--- src/rtl/dtg_pkg.sv ---
package dtg_pkg;

    localparam int REG_W   = 32;
    localparam int CNT_W   = REG_W / 2;
    localparam int ADDR_W  = 32;
    localparam int RIDX_W  = 3;
    localparam int PITCH_SHIFT = 3;

    typedef enum logic [1:0] {
        PIX8  = 2'd0,
        PIX16 = 2'd1,
        PIX24 = 2'd2,
        PIX32 = 2'd3
    } pix_depth_e;

    typedef enum logic [RIDX_W-1:0] {
        RG_CTRL  = 3'd0,
        RG_BASE  = 3'd1,
        RG_PITCH = 3'd2,
        RG_LINES = 3'd3,
        RG_HBLK  = 3'd4,
        RG_HSYN  = 3'd5,
        RG_VBLK  = 3'd6,
        RG_VSYN  = 3'd7
    } reg_idx_e;

    typedef enum logic {
        ST_OFF = 1'b0,
        ST_RUN = 1'b1
    } scan_state_e;

    typedef struct packed {
        logic [CNT_W-1:0] tot_m1;
        logic [CNT_W-1:0] act_m1;
        logic [CNT_W-1:0] syn_hi;
        logic [CNT_W-1:0] syn_lo;
    } axis_cfg_t;

    typedef struct packed {
        axis_cfg_t         h;
        axis_cfg_t         v;
        pix_depth_e        depth;
        logic [ADDR_W-1:0] base;
        logic [REG_W-1:0]  pitch;
        logic [REG_W-1:0]  lines;
    } scan_cfg_t;

endpackage

--- src/rtl/dtg_regs.sv ---
module dtg_regs
    import dtg_pkg::*;
(
    input  logic              clk,
    input  logic              rst_n,
    input  logic              wr_en,
    input  logic [RIDX_W-1:0] wr_addr,
    input  logic [REG_W-1:0]  wr_data,
    input  logic              ctl_en_d,
    input  pix_depth_e        ctl_depth_d,
    input  logic              load,
    output logic              en_live,
    output scan_cfg_t         pend,
    output scan_cfg_t         shd
);

    always_ff @(posedge clk or negedge rst_n) begin
        if (!rst_n) begin
            en_live <= 1'b0;
            pend    <= '0;
        end else if (wr_en) begin
            unique case (reg_idx_e'(wr_addr))
                RG_CTRL: begin
                    en_live    <= ctl_en_d;
                    pend.depth <= ctl_depth_d;
                end
                RG_BASE:  pend.base  <= wr_data;
                RG_PITCH: pend.pitch <= wr_data;
                RG_LINES: pend.lines <= wr_data;
                RG_HBLK:  {pend.h.tot_m1, pend.h.act_m1} <= wr_data;
                RG_HSYN:  {pend.h.syn_hi, pend.h.syn_lo} <= wr_data;
                RG_VBLK:  {pend.v.tot_m1, pend.v.act_m1} <= wr_data;
                RG_VSYN:  {pend.v.syn_hi, pend.v.syn_lo} <= wr_data;
            endcase
        end
    end

    // Working copy: follows the pending set only at frame boundaries or while idle
    always_ff @(posedge clk or negedge rst_n) begin
        if (!rst_n) begin
            shd <= '0;
        end else if (load) begin
            shd <= pend;
        end
    end

endmodule

--- src/rtl/dtg_axis.sv ---
module dtg_axis
    import dtg_pkg::*;
(
    input  logic             clk,
    input  logic             rst_n,
    input  logic             clr,
    input  logic             step,
    input  axis_cfg_t        cfg,
    output logic [CNT_W-1:0] cnt,
    output logic             last,
    output logic             blank,
    output logic             sync
);

    always_ff @(posedge clk or negedge rst_n) begin
        if (!rst_n) begin
            cnt <= '0;
        end else if (clr) begin
            cnt <= '0;
        end else if (step) begin
            cnt <= last ? '0 : cnt + 1'b1;
        end
    end

    always_comb begin
        last  = (cnt == cfg.tot_m1);
        blank = (cnt > cfg.act_m1);
        sync  = (cnt > cfg.syn_lo) && (cnt <= cfg.syn_hi);
    end


    wrap_to_zero_chk: assert property (@(posedge clk) disable iff (!rst_n)
        (step && last) |=> (cnt == '0));


    within_total_chk: assert property (@(posedge clk) disable iff (!rst_n)
        !clr |-> (cnt <= cfg.tot_m1));

endmodule

--- src/rtl/dtg_addr.sv ---
module dtg_addr
    import dtg_pkg::*;
(
    input  logic              clk,
    input  logic              rst_n,
    input  logic              load,
    input  logic              line_end,
    input  logic [ADDR_W-1:0] base_next,
    input  logic [REG_W-1:0]  pitch,
    input  pix_depth_e        depth,
    input  logic [CNT_W-1:0]  h_cnt,
    output logic [ADDR_W-1:0] rd_addr
);

    localparam int PAD_W = ADDR_W - CNT_W;

    logic [ADDR_W-1:0] line_base;
    logic [ADDR_W-1:0] h_ext;
    logic [ADDR_W-1:0] pix_off;
    logic [ADDR_W-1:0] line_step;

    assign h_ext     = {{PAD_W{1'b0}}, h_cnt};
    assign line_step = ADDR_W'(pitch) << PITCH_SHIFT;

    always_ff @(posedge clk or negedge rst_n) begin
        if (!rst_n) begin
            line_base <= '0;
        end else if (load) begin
            line_base <= base_next;
        end else if (line_end) begin
            line_base <= line_base + line_step;
        end
    end

    always_comb begin
        unique case (depth)
            PIX8:  pix_off = h_ext;
            PIX16: pix_off = h_ext << 1;
            PIX24: pix_off = (h_ext << 1) + h_ext;
            PIX32: pix_off = h_ext << 2;
        endcase
    end

    assign rd_addr = line_base + pix_off;


    line_base_first_chk: assert property (@(posedge clk) disable iff (!rst_n)
        load |=> (line_base == $past(base_next)));

endmodule

--- src/rtl/disp_timing_gen.sv ---
module disp_timing_gen
    import dtg_pkg::*;
(
    input  logic              clk,
    input  logic              rst_n,
    input  logic              wr_en,
    input  logic [RIDX_W-1:0] wr_addr,
    input  logic [REG_W-1:0]  wr_data,
    output logic [CNT_W-1:0]  h_count,
    output logic [CNT_W-1:0]  v_count,
    output logic              h_blank,
    output logic              v_blank,
    output logic              video_on,
    output logic              h_sync,
    output logic              v_sync,
    output logic              pix_valid,
    output logic [ADDR_W-1:0] rd_addr
);

    scan_state_e state, state_nx;
    scan_cfg_t   pend, shd;
    logic        en_live, run, load, frame_end;
    logic        h_last, v_last, h_bl, v_bl, h_sy, v_sy;

    dtg_regs u_regs (
        .clk         (clk),
        .rst_n       (rst_n),
        .wr_en       (wr_en),
        .wr_addr     (wr_addr),
        .wr_data     (wr_data),
        .ctl_en_d    (wr_data[0]),
        .ctl_depth_d (pix_depth_e'(wr_data[2:1])),
        .load        (load),
        .en_live     (en_live),
        .pend        (pend),
        .shd         (shd)
    );

    // State register
    always_ff @(posedge clk or negedge rst_n) begin
        if (!rst_n) begin
            state <= ST_OFF;
        end else begin
            state <= state_nx;
        end
    end

    // Transitions
    always_comb begin
        unique case (state)
            ST_OFF: state_nx = en_live ? ST_RUN : ST_OFF;
            ST_RUN: state_nx = en_live ? ST_RUN : ST_OFF;
        endcase
    end

    assign run       = (state == ST_RUN) && en_live;
    assign frame_end = run && h_last && v_last;
    assign load      = !run || frame_end;

    dtg_axis u_hax (
        .clk   (clk),
        .rst_n (rst_n),
        .clr   (!run),
        .step  (run),
        .cfg   (shd.h),
        .cnt   (h_count),
        .last  (h_last),
        .blank (h_bl),
        .sync  (h_sy)
    );

    dtg_axis u_vax (
        .clk   (clk),
        .rst_n (rst_n),
        .clr   (!run),
        .step  (run && h_last),
        .cfg   (shd.v),
        .cnt   (v_count),
        .last  (v_last),
        .blank (v_bl),
        .sync  (v_sy)
    );

    dtg_addr u_addr (
        .clk       (clk),
        .rst_n     (rst_n),
        .load      (load),
        .line_end  (run && h_last),
        .base_next (pend.base),
        .pitch     (shd.pitch),
        .depth     (shd.depth),
        .h_cnt     (h_count),
        .rd_addr   (rd_addr)
    );

    // Outputs
    always_comb begin
        h_blank   = !run || h_bl;
        v_blank   = !run || v_bl;
        video_on  = run && !h_bl && !v_bl;
        h_sync    = run && h_sy;
        v_sync    = run && v_sy;
        pix_valid = video_on && (REG_W'(v_count) < shd.lines);
    end


    off_quiet_chk: assert property (@(posedge clk) disable iff (!rst_n)
        !run |-> (!h_sync && !v_sync && !pix_valid && !video_on));


    off_zero_chk: assert property (@(posedge clk) disable iff (!rst_n)
        !run |=> (h_count == '0 && v_count == '0));


    valid_in_window_chk: assert property (@(posedge clk) disable iff (!rst_n)
        pix_valid |-> (video_on && !h_blank && !v_blank));


    shadow_hold_chk: assert property (@(posedge clk) disable iff (!rst_n)
        (run && (h_count != '0 || v_count != '0)) |-> $stable(shd));

endmodule

--- config.mk ---
export PLATFORM = sky130hd
export DESIGN_NAME = disp_timing_gen
export DESIGN_NICKNAME = d
export VERILOG_FILES = /design/src/rtl/dtg_pkg.sv /design/src/rtl/dtg_regs.sv /design/src/rtl/dtg_axis.sv /design/src/rtl/dtg_addr.sv /design/src/rtl/disp_timing_gen.sv
export SDC_FILE = /design/constraint.sdc
export NUM_CORES = 1
export LEC_CHECK = 0
export ABC_AREA = 1
export BUFFER_PORTS_ARGS = -buffer_cell sky130_fd_sc_hd__buf_2
export CORE_MARGIN = 10
export CORE_UTILIZATION = 30
export CTS_CLUSTER_SIZE = 12
export DETAILED_ROUTE_END_ITERATION = 8
export SLEW_MARGIN = 5
export SYNTH_ARGS = -nofsm -noshare
export SYNTH_HDL_FRONTEND = slang
export SYNTH_SLANG_ARGS = --single-unit
--- constraint.sdc ---
create_clock -name clk -period 4.89 [get_ports clk]
set_clock_uncertainty 0.15 [all_clocks]
set_input_delay 0.489 -clock clk [delete_from_list [all_inputs] [get_ports clk]]
set_output_delay 0.489 -clock clk [all_outputs]
set_load 0.02 [all_outputs]
==> metrics list, run 1 <==
* Time the worst path needs with I/O delays and setup: 4.681 ns
- Maximum clock path buffer count: 3
- From left edge to right edge, the die measures 318.2 um.
- Via total after detailed routing: between 20000 and 25000
- STA classifies the critical path startpoint as a flip-flop.
* Leakage dissipation: roughly 0.016 uW
- Half-perimeter wire length after placement: 59.16 mm
- Leaving out filler cells and counting taps, the final layout contains 4813.
- Setup violations remaining at the end of the flow were counted as 0.
- Routed wirelength normalized by instance count: 17.26 um
* Pin count of the biggest net entering global routing: approximately 110
* Number of enable-type register cells in the synthesized netlist: 0
- Detailed routing placed a total of 34.91 mm of wire on met2.
* Clk Tree Root Cell: clkbuf_16
- Across the VDD grid, the largest voltage drop is 0.3873 mV.
- Setup repair after global routing could not meet its margin everywhere.
* Synth warnings: 0
* Clock slew at the register clock pins of the worst setup and hold paths: 0.06 ns
- In this run the cell area of the synthesized design comes to 26680 um2.
* Number of routed nets with antenna violations: 0
- Traced cell by cell, the critical path runs through ha_2 > inv_1 > fa_1 > inv_1 > nand3_1 > nand3_2 > nand2_1 > a21oi_1 > nor2_1 > nand2_1 > nand3_1 > a21oi_2 > ha_1 > nand2_1 > nor2_1 > nor2_1 > inv_1 > a21oi_1 > nand2_1 > xor2_1 > buf_2.
* Clk sinks: 480
- Worst min-delay path class: reg -> reg
- Final count of pins violating max slew: 0
- CP Capture Type: primary output
- Reported max-cap violation count: 0
- The number of buffers and inverters on the critical path is 4.
* Placeable core region: 88240 um2
- Initial antenna violation count: 8
- Area of the multi-input gates: 12480 um2
- Final-report hold violation count: 0
- The largest single stage delay on the critical path is 0.37 ns.
- Cell Rows: between 100 and 150
* Flip-flop cell with the highest count after synthesis: dfrtp_1
- Actual slew at the worst max-slew pin: 1.144 ns
* Synthesis-to-layout area growth: 16.01%
- The clock reaches the later pin of the worst-skew pair after 0.62 ns.
- Worst Path Max Fanout: 5
* Number of register bits inferred by synthesis: 480
* Avg Vias per Cell: 4.731
- Number of nets in the finished design: 3823
- The critical path is of the reg -> out type.
* Synthesized area divided by synthesized cell count: 7.710 um2
- Global routing used 16.00% of the available tracks across all layers.
- The slowest stage of the critical path belongs to the cell fa_1.
- Summed over all layers, the routed wires come to 83.09 mm.
* Area of all sequential standard cells: 12020 um2
- Number of distinct standard cells referenced by the synthesized netlist: 44
- At the worst endpoint, the arrival time is 4.04 ns.
- Slew headroom: between 20% and 30%
- Met3 wirelength from detailed routing: 5.523 mm
* Overall overflow remaining after global route: 0
* Critical path data required time: 4.25 ns
* Placed cell count: 4672
- After technology mapping, the gate count stands at 3460.
- Areal power density over the cells: 488.9 nW/um2
- The clock tree synthesis step divided the H-tree into 2 levels.
* DIE AREA: 101200 um2
- Sequential cell area fraction in the yosys report: 45.03%
- The most numerous cell type found on the critical path is nand2_1.
* Clock tree from TritonCTS: built
* Top routing layer used: met5
- IO Pins: 108
- Filler instances: 9229
- Highest achievable clock rate: 213.6 MHz
* Vias in the first global route: 21460
* Share of async-settable or async-resettable flops after synthesis: 100.0%
- Routability Congestion: 0.8989
* Count of unresolved DRC violations after routing: 0
- Post-route clock period utilization: 95.73%
- In this run, the number of DRC markers left after iteration 0 of detailed routing was slightly below 2000.
- Starting Density: between 30% and 40%
* Fraction of layout cells with a size suffix above 1: about a tenth
- Drt first pass iters: 6
- Global-route wire length before repair: 128.5 mm
- For this block, wires on met1 add up to 40.83 mm.
* Setup TNS after final layout: 0 ns
* Port buffer count: ~110
- Synthesis produced a netlist with a net count of 3676.
- Num CTS Buffers: between 50 and 60
- Cell family with the largest share of critical-path delay: simple AND/OR/NAND/NOR gates
- Result of the run: finished clean
- The die is between 300 and 400 um tall.
kinds of logic (layout without fill, tap and decap cells):
logic type,after synthesis,in the layout,share of synthesized area [%]
AO/OA/AOI/OAI,616,616,12.50
AND/OR/NAND/NOR,1545,1545,23.14
buffers and inverters,585,772,9.062
flip-flops,480,480,45.03
XOR/XNOR,56,56,1.839
adder cells (fa/ha/maj),178,178,8.433
other,0,1,0
synthesized netlist by cell type, drive strengths merged (2+ instances only):
| master | n | area [um2] |
|---|---|---|
| nand2 | 1154 | 4352 |
| dfrtp | 480 | 12010 |
| inv | 477 | 1790 |
| o21ai | 450 | 2402 |
| nor2 | 185 | 704.4 |
| ha | 175 | 2190 |
| nand3 | 129 | 645.6 |
| a21oi | 119 | 595.6 |
| clkbuf | 56 | 210.2 |
| buf | 50 | 404.1 |
| xor2 | 50 | 437.9 |
| nand4 | 26 | 162.7 |
| nor3 | 22 | 110.1 |
| nand3b | 11 | 82.58 |
| o22ai | 11 | 68.82 |
| a22oi | 9 | 67.56 |
| o21bai | 9 | 67.56 |
| or2 | 9 | 56.30 |
| nor4 | 6 | 37.54 |
| xnor2 | 6 | 52.55 |
| o211ai | 5 | 37.54 |
| a31oi | 4 | 25.02 |
| a21boi | 3 | 22.52 |
| a21o | 3 | 22.52 |
| fa | 3 | 60.06 |
| clkinv | 2 | 12.51 |
metal layers:
layer / global-route usage, % / vias to the layer above
li1: - / 11290
met1: 23.42 / 10800
met2: 23.76 / 576
met3: 3.111 / 97
met4: 3.937 / 4
met5: 0 / -
sequential cells by signal, summed over array words and instances, names as in the netlist:
name / flops
state: 1
u_regs.pend: 223
u_vax.cnt: 16
u_regs.en_live: 1
u_addr.line_base: 32
u_regs.shd: 191
u_hax.cnt: 16
power breakdown:
group	switching (uW)	total, uW	internal (uW)
Sequential	628	5530	4900
Combinational	3560	5390	1830
Clock	1690	4210	2530
Total	5870	15100	9260
placed cells by master, fill, tap and decap left out, types with 5 or more instances in the layout:
cell type / Yosys / final
a21oi_1: 119 / 108
a21oi_2: 0 / 11
a22oi_1: 9 / 6
buf_2: 22 / 103
buf_4: 6 / 57
bufinv_16: 0 / 8
clkbuf_1: 56 / 17
clkbuf_16: 0 / 53
clkbuf_8: 0 / 7
clkinv_2: 0 / 7
dfrtp_1: 480 / 475
dfrtp_2: 0 / 5
dlygate4sd3_1: 0 / 33
ha_1: 175 / 167
ha_2: 0 / 5
inv_1: 469 / 469
inv_2: 8 / 8
nand2_1: 1150 / 1145
nand2_2: 2 / 7
nand3_1: 129 / 123
nand3_2: 0 / 5
nand3b_1: 11 / 11
nand4_1: 26 / 26
nor2_1: 183 / 176
nor2_2: 1 / 6
nor3_1: 22 / 19
nor4_1: 6 / 6
o211ai_1: 5 / 5
o21ai_0: 348 / 340
o21ai_1: 62 / 70
o21ai_2: 40 / 40
o21bai_1: 9 / 9
o22ai_1: 11 / 11
or2_2: 9 / 9
xnor2_1: 6 / 6
xor2_1: 50 / 48
area by class of cell:
class                   instances  area share (%)
multi-input cells            2395           40.34
flip-flops and latches        480           38.83
repair buffers                199           4.431
well taps                    1165           4.710
clock buffers                  77           4.803
diodes                          1        0.008086
clock inverters                17           1.039
inverters                     479           5.834
path summary, 6_finish.rpt:
path	startpoint	endpoint	slack [ns]	depth (start not counted)
setup / recovery	u_hax.cnt[1]$_DFF_PN0_	rd_addr[16]	0.21	21
hold / removal	u_regs.en_live$_DFFE_PN0P_	state$_DFF_PN0_	0.25	0
setup reg to reg	u_vax.cnt[0]$_DFFE_PN0P_	u_regs.shd[114]$_DFFE_PN0P_	0.99	12
hold reg to reg	u_regs.en_live$_DFFE_PN0P_	state$_DFF_PN0_	0.25	0
max in group asynchronous	rst_n	u_addr.line_base[25]$_DFFE_PN0P_	3.07	3
min in group asynchronous	rst_n	u_regs.pend[119]$_DFFE_PN0P_	0.40	2
repair_timing:
item	CTS	global route
setup buffers	2	11
endpoints found under the setup margin	13	20
gates resized for setup	11	55
hold buffers	33	0
pin swaps	0	12
endpoints found under the hold margin	127	0
stage by stage:
| stage | hold slack, ns | power [uW] | worst slack, ns | utilization (%) | area, um2 |
|---|---|---|---|---|---|
| 4_1_cts | 0.2531 | 15100 | 0.009035 | 34.75 | 30660 |
| 3_5_place_dp | 0.2493 | 10780 | 0.5165 | 32.26 | 28470 |
| 6_report | 0.2536 | 15130 | 0.2090 | 35.07 | 30950 |
| 2_1_floorplan | 0.04341 | 9182 | 0.8532 | - | 26680 |
| 5_1_grt | 0.2753 | 16250 | -0.02591 | 35.07 | 30940 |
| 3_3_place_gp | 0.2480 | 10720 | 0.5755 | 32.26 | 28470 |
Power figures use the tool's default switching activity.
==> run 2, diff against run 1 <==
- MAX_ROUTING_LAYER: not set -> met4
==> run 2 against run 1 <==
  * Cell area about the same
  * Power decreased by 0.34%
  * Via count about the same
  * Die area unchanged
  * Sequential power about the same
  * Highest routed layer is now met4
  * Combinational power about the same
  * Sequential share of layout area about the same
  * Cell count unchanged
  * Count of clock-buffer cells in the layout increased by 5
  * Flip-flop and latch count unchanged
  * Register-to-register slack about the same
  * Global-route usage increased by 0.45 points
==> metrics list, run 2 (synthesis results as in run 1) <==
- The met1 routed wirelength after detailed routing is 40.68 mm (-0.36%).
- TritonCTS built the clock tree.
- Number of routed nets with antenna violations: 0 (unchanged)
- Drt first pass iters: 5 (-1)
- Length in cells of the worst reg-to-reg path: 12 (unchanged)
- Global-route wire length before repair: 129.5 mm (+0.72%)
- The maximum number of buffers from clock root to sink was 3 (unchanged).
- The overall fraction of global-route tracks in use is 16.44% (+0.45 points).
- The cell sitting at the root of the clock tree is a clkbuf_16.
- Setup violations, final: 0 (unchanged)
- Routed wirelength normalized by instance count: 17.25 um (about the same)
- Cell Rows: 109 (unchanged)
- Pin count of the biggest net entering global routing: 117 (+11%)
* Met3 wirelength from detailed routing: 5.015 mm (-9.2%)
- Clock slew at the register clock pins of the worst setup and hold paths: 0.06 ns (about the same)
- Most common cell after layout, fill and taps aside: nand2_1
- Detailed route wirelength on metal2: 35.68 mm (+2.2%)
- Time the worst path needs with I/O delays and setup: 4.600 ns (-0.08108 ns)
* Routability Congestion: 0.9026 (+0.41%)
* Post-route clock period utilization: 94.07% (-1.7 points)
- Top routing layer used: met4
- The number of global-route vias before repair was 21670 (+1.0%).
- The maximum level of the CTS H-tree came to 2 (unchanged).
* Worst min-delay path class: in -> reg
- CP Capture Type: primary output
* Skew-Pair Late Insertion Delay: 0.61 ns (about the same)
- Y dimension of the die: 318.2 um (unchanged)
* Leakage dissipation: 0.01606 uW (-0.30%)
- The vias after detailed routing is 22770 (-0.0088%).
* Synthesis-to-layout area growth: 16.01% (about the same)
- Worst Setup Start Kind: flip-flop
- IO Pins: 108 (unchanged)
- Worst EP arrival: 3.96 ns (-0.08 ns)
- Unrepaired setup endpoints after global routing: true
- Initial antenna violation count: 7 (-1)
- More flip-flops sit in one register than any other, and that register is u_regs.pend.
* Slew headroom: 23.02% (-0.47 points)
* Peak VDD IR: 0.5019 mV (+30%)
* Number of nets in the finished design: 3817 (-0.16%)
- The number of sinks on the clock net is 480 (unchanged).
- Areal power density over the cells: 487.2 nW/um2 (-0.35%)
- Highest-count cells in the layout ignoring fill and taps: nand2_1, dfrtp_1, inv_1
* Worst Setup Path Type: reg -> out
- DIE AREA: 101200 um2 (unchanged)
* Count of unresolved DRC violations after routing: 0 (unchanged)
- Half-perimeter wire length after placement: 59.47 mm (+0.53%)
- Highest achievable clock rate: 217.4 MHz (+1.8%)
* Setup TNS after final layout: 0 ns (unchanged)
- The number of stages on the worst hold path came to 3 (+3).
* Final count of pins violating max slew: 0 (unchanged)
* Avg Vias per Cell: 4.731 (about the same)
- Overall overflow remaining after global route: 0 (unchanged)
* Critical path data required time: 4.25 ns (about the same)
- The transition time at the pin with the least slew margin came to 1.151 ns (+0.006971 ns).
- The number of non-filler instances in the completed layout is 4813 (unchanged).
- Total wire length after detailed routing: 83.03 mm (about the same)
* Num CTS Buffers: 54 (+3.8%)
* Result of the run: finished clean
* Fraction of layout cells with a size suffix above 1: 9.997% (+0.13 points)
* Placeable core region: 88240 um2 (unchanged)
- In the final layout, the registers with the most flip-flops are u_regs.pend (223), u_regs.shd (191), u_addr.line_base (32).
- Horizontal die dimension: 318.2 um (unchanged)
* Reported max-cap violation count: 0 (unchanged)
* Port buffer count: 107 (unchanged)
- Worst Path Max Fanout: 5 (unchanged)
- Final-report hold violation count: 0 (unchanged)
- The first-iteration detailed-routing DRC count was 1749 (-9.3%).
* Placed cell count: 4677 (+0.11%)
- Starting Density: 30.23% (unchanged)
- The flip-flop count of the largest register after layout is 223 (unchanged).
==> run 2: final timing paths <==
path	start	endpoint	slack, ns
setup reg to reg	u_vax.cnt[7]$_DFFE_PN0P_	u_regs.shd[108]$_DFFE_PN0P_	1.00
hold / removal	wr_data[19]	u_regs.pend[117]$_DFFE_PN0P_	0.02
setup / recovery	u_hax.cnt[1]$_DFF_PN0_	rd_addr[30]	0.29
hold reg to reg	u_regs.en_live$_DFFE_PN0P_	state$_DFF_PN0_	0.28
max in group asynchronous	rst_n	u_regs.shd[138]$_DFFE_PN0P_	2.98
min in group asynchronous	rst_n	u_regs.pend[125]$_DFFE_PN0P_	0.39
==> run 2: metrics by stage <==
step | instance area [um2] | power [uW] | hold slack, ns | utilization, % | setup slack (ns)
final | 30950 | 15080 | 0.02405 | 35.07 | 0.2901
after detailed placement | 28520 | 10810 | 0.2615 | 32.32 | 0.4666
after CTS | 30690 | 15090 | 0.002253 | 34.79 | 0.003507
after floorplan | 26680 | 9182 | 0.04341 | - | 0.8532
after global routing | 30940 | 16220 | 0.04625 | 35.06 | -0.06409
after global placement | 28520 | 10740 | 0.2619 | 32.32 | 0.5381
==> run 2: repair_timing <==
item | in CTS | in global routing
endpoints found under the hold margin | 140 | 0
cloned | 0 | 0
gates resized for setup | 12 | 54
hold buffers | 31 | 0
pin swaps | 0 | 3
buffers inserted | 1 | 1
setup endpoints to repair | 13 | 21
==> run 2: worst max-delay path: stages (launching register included) <==
cell	delay (ns)
dfrtp_2	0.41
ha_4	0.16
inv_1	0.06
fa_1	0.35
inv_1	0.09
nand3_1	0.11
nand3_2	0.12
nand2_1	0.08
nand2_1	0.12
nand2_1	0.10
nand3_1	0.09
nand3_1	0.09
a21oi_2	0.25
ha_4	0.25
a21oi_1	0.22
o21ai_0	0.15
nand4_1	0.12
nand3_2	0.15
nand2_1	0.11
xor2_1	0.14
buf_2	0.18
==> run 2: cell type report <==
class                           count  area (um2)
Inverter                          479        1805
Fill cell                        9238       57290
Timing Repair Buffer              191        1311
Multi-Input combinational cell   2395       12520
Antenna cell                        7       17.52
Clock inverter                     14       186.4
Clock buffer                       82        1630
Tap cell                         1165        1458
Sequential cell                   480       12020
==> run 2: power by group <==
group          internal [uW]  switching [uW]  leakage, uW
Clock                   2500            1680     0.000881
Combinational           1830            3550      0.00912
Sequential              4900             627      0.00606
Total                   9220            5860       0.0161
==> run 2: per-layer routing <==
metal	up-vias	GRT usage (%)
li1	11300	-
met2	551	24.15
met3	100	2.363
met1	10820	23.67
met4	0	3.542
met5	-	-
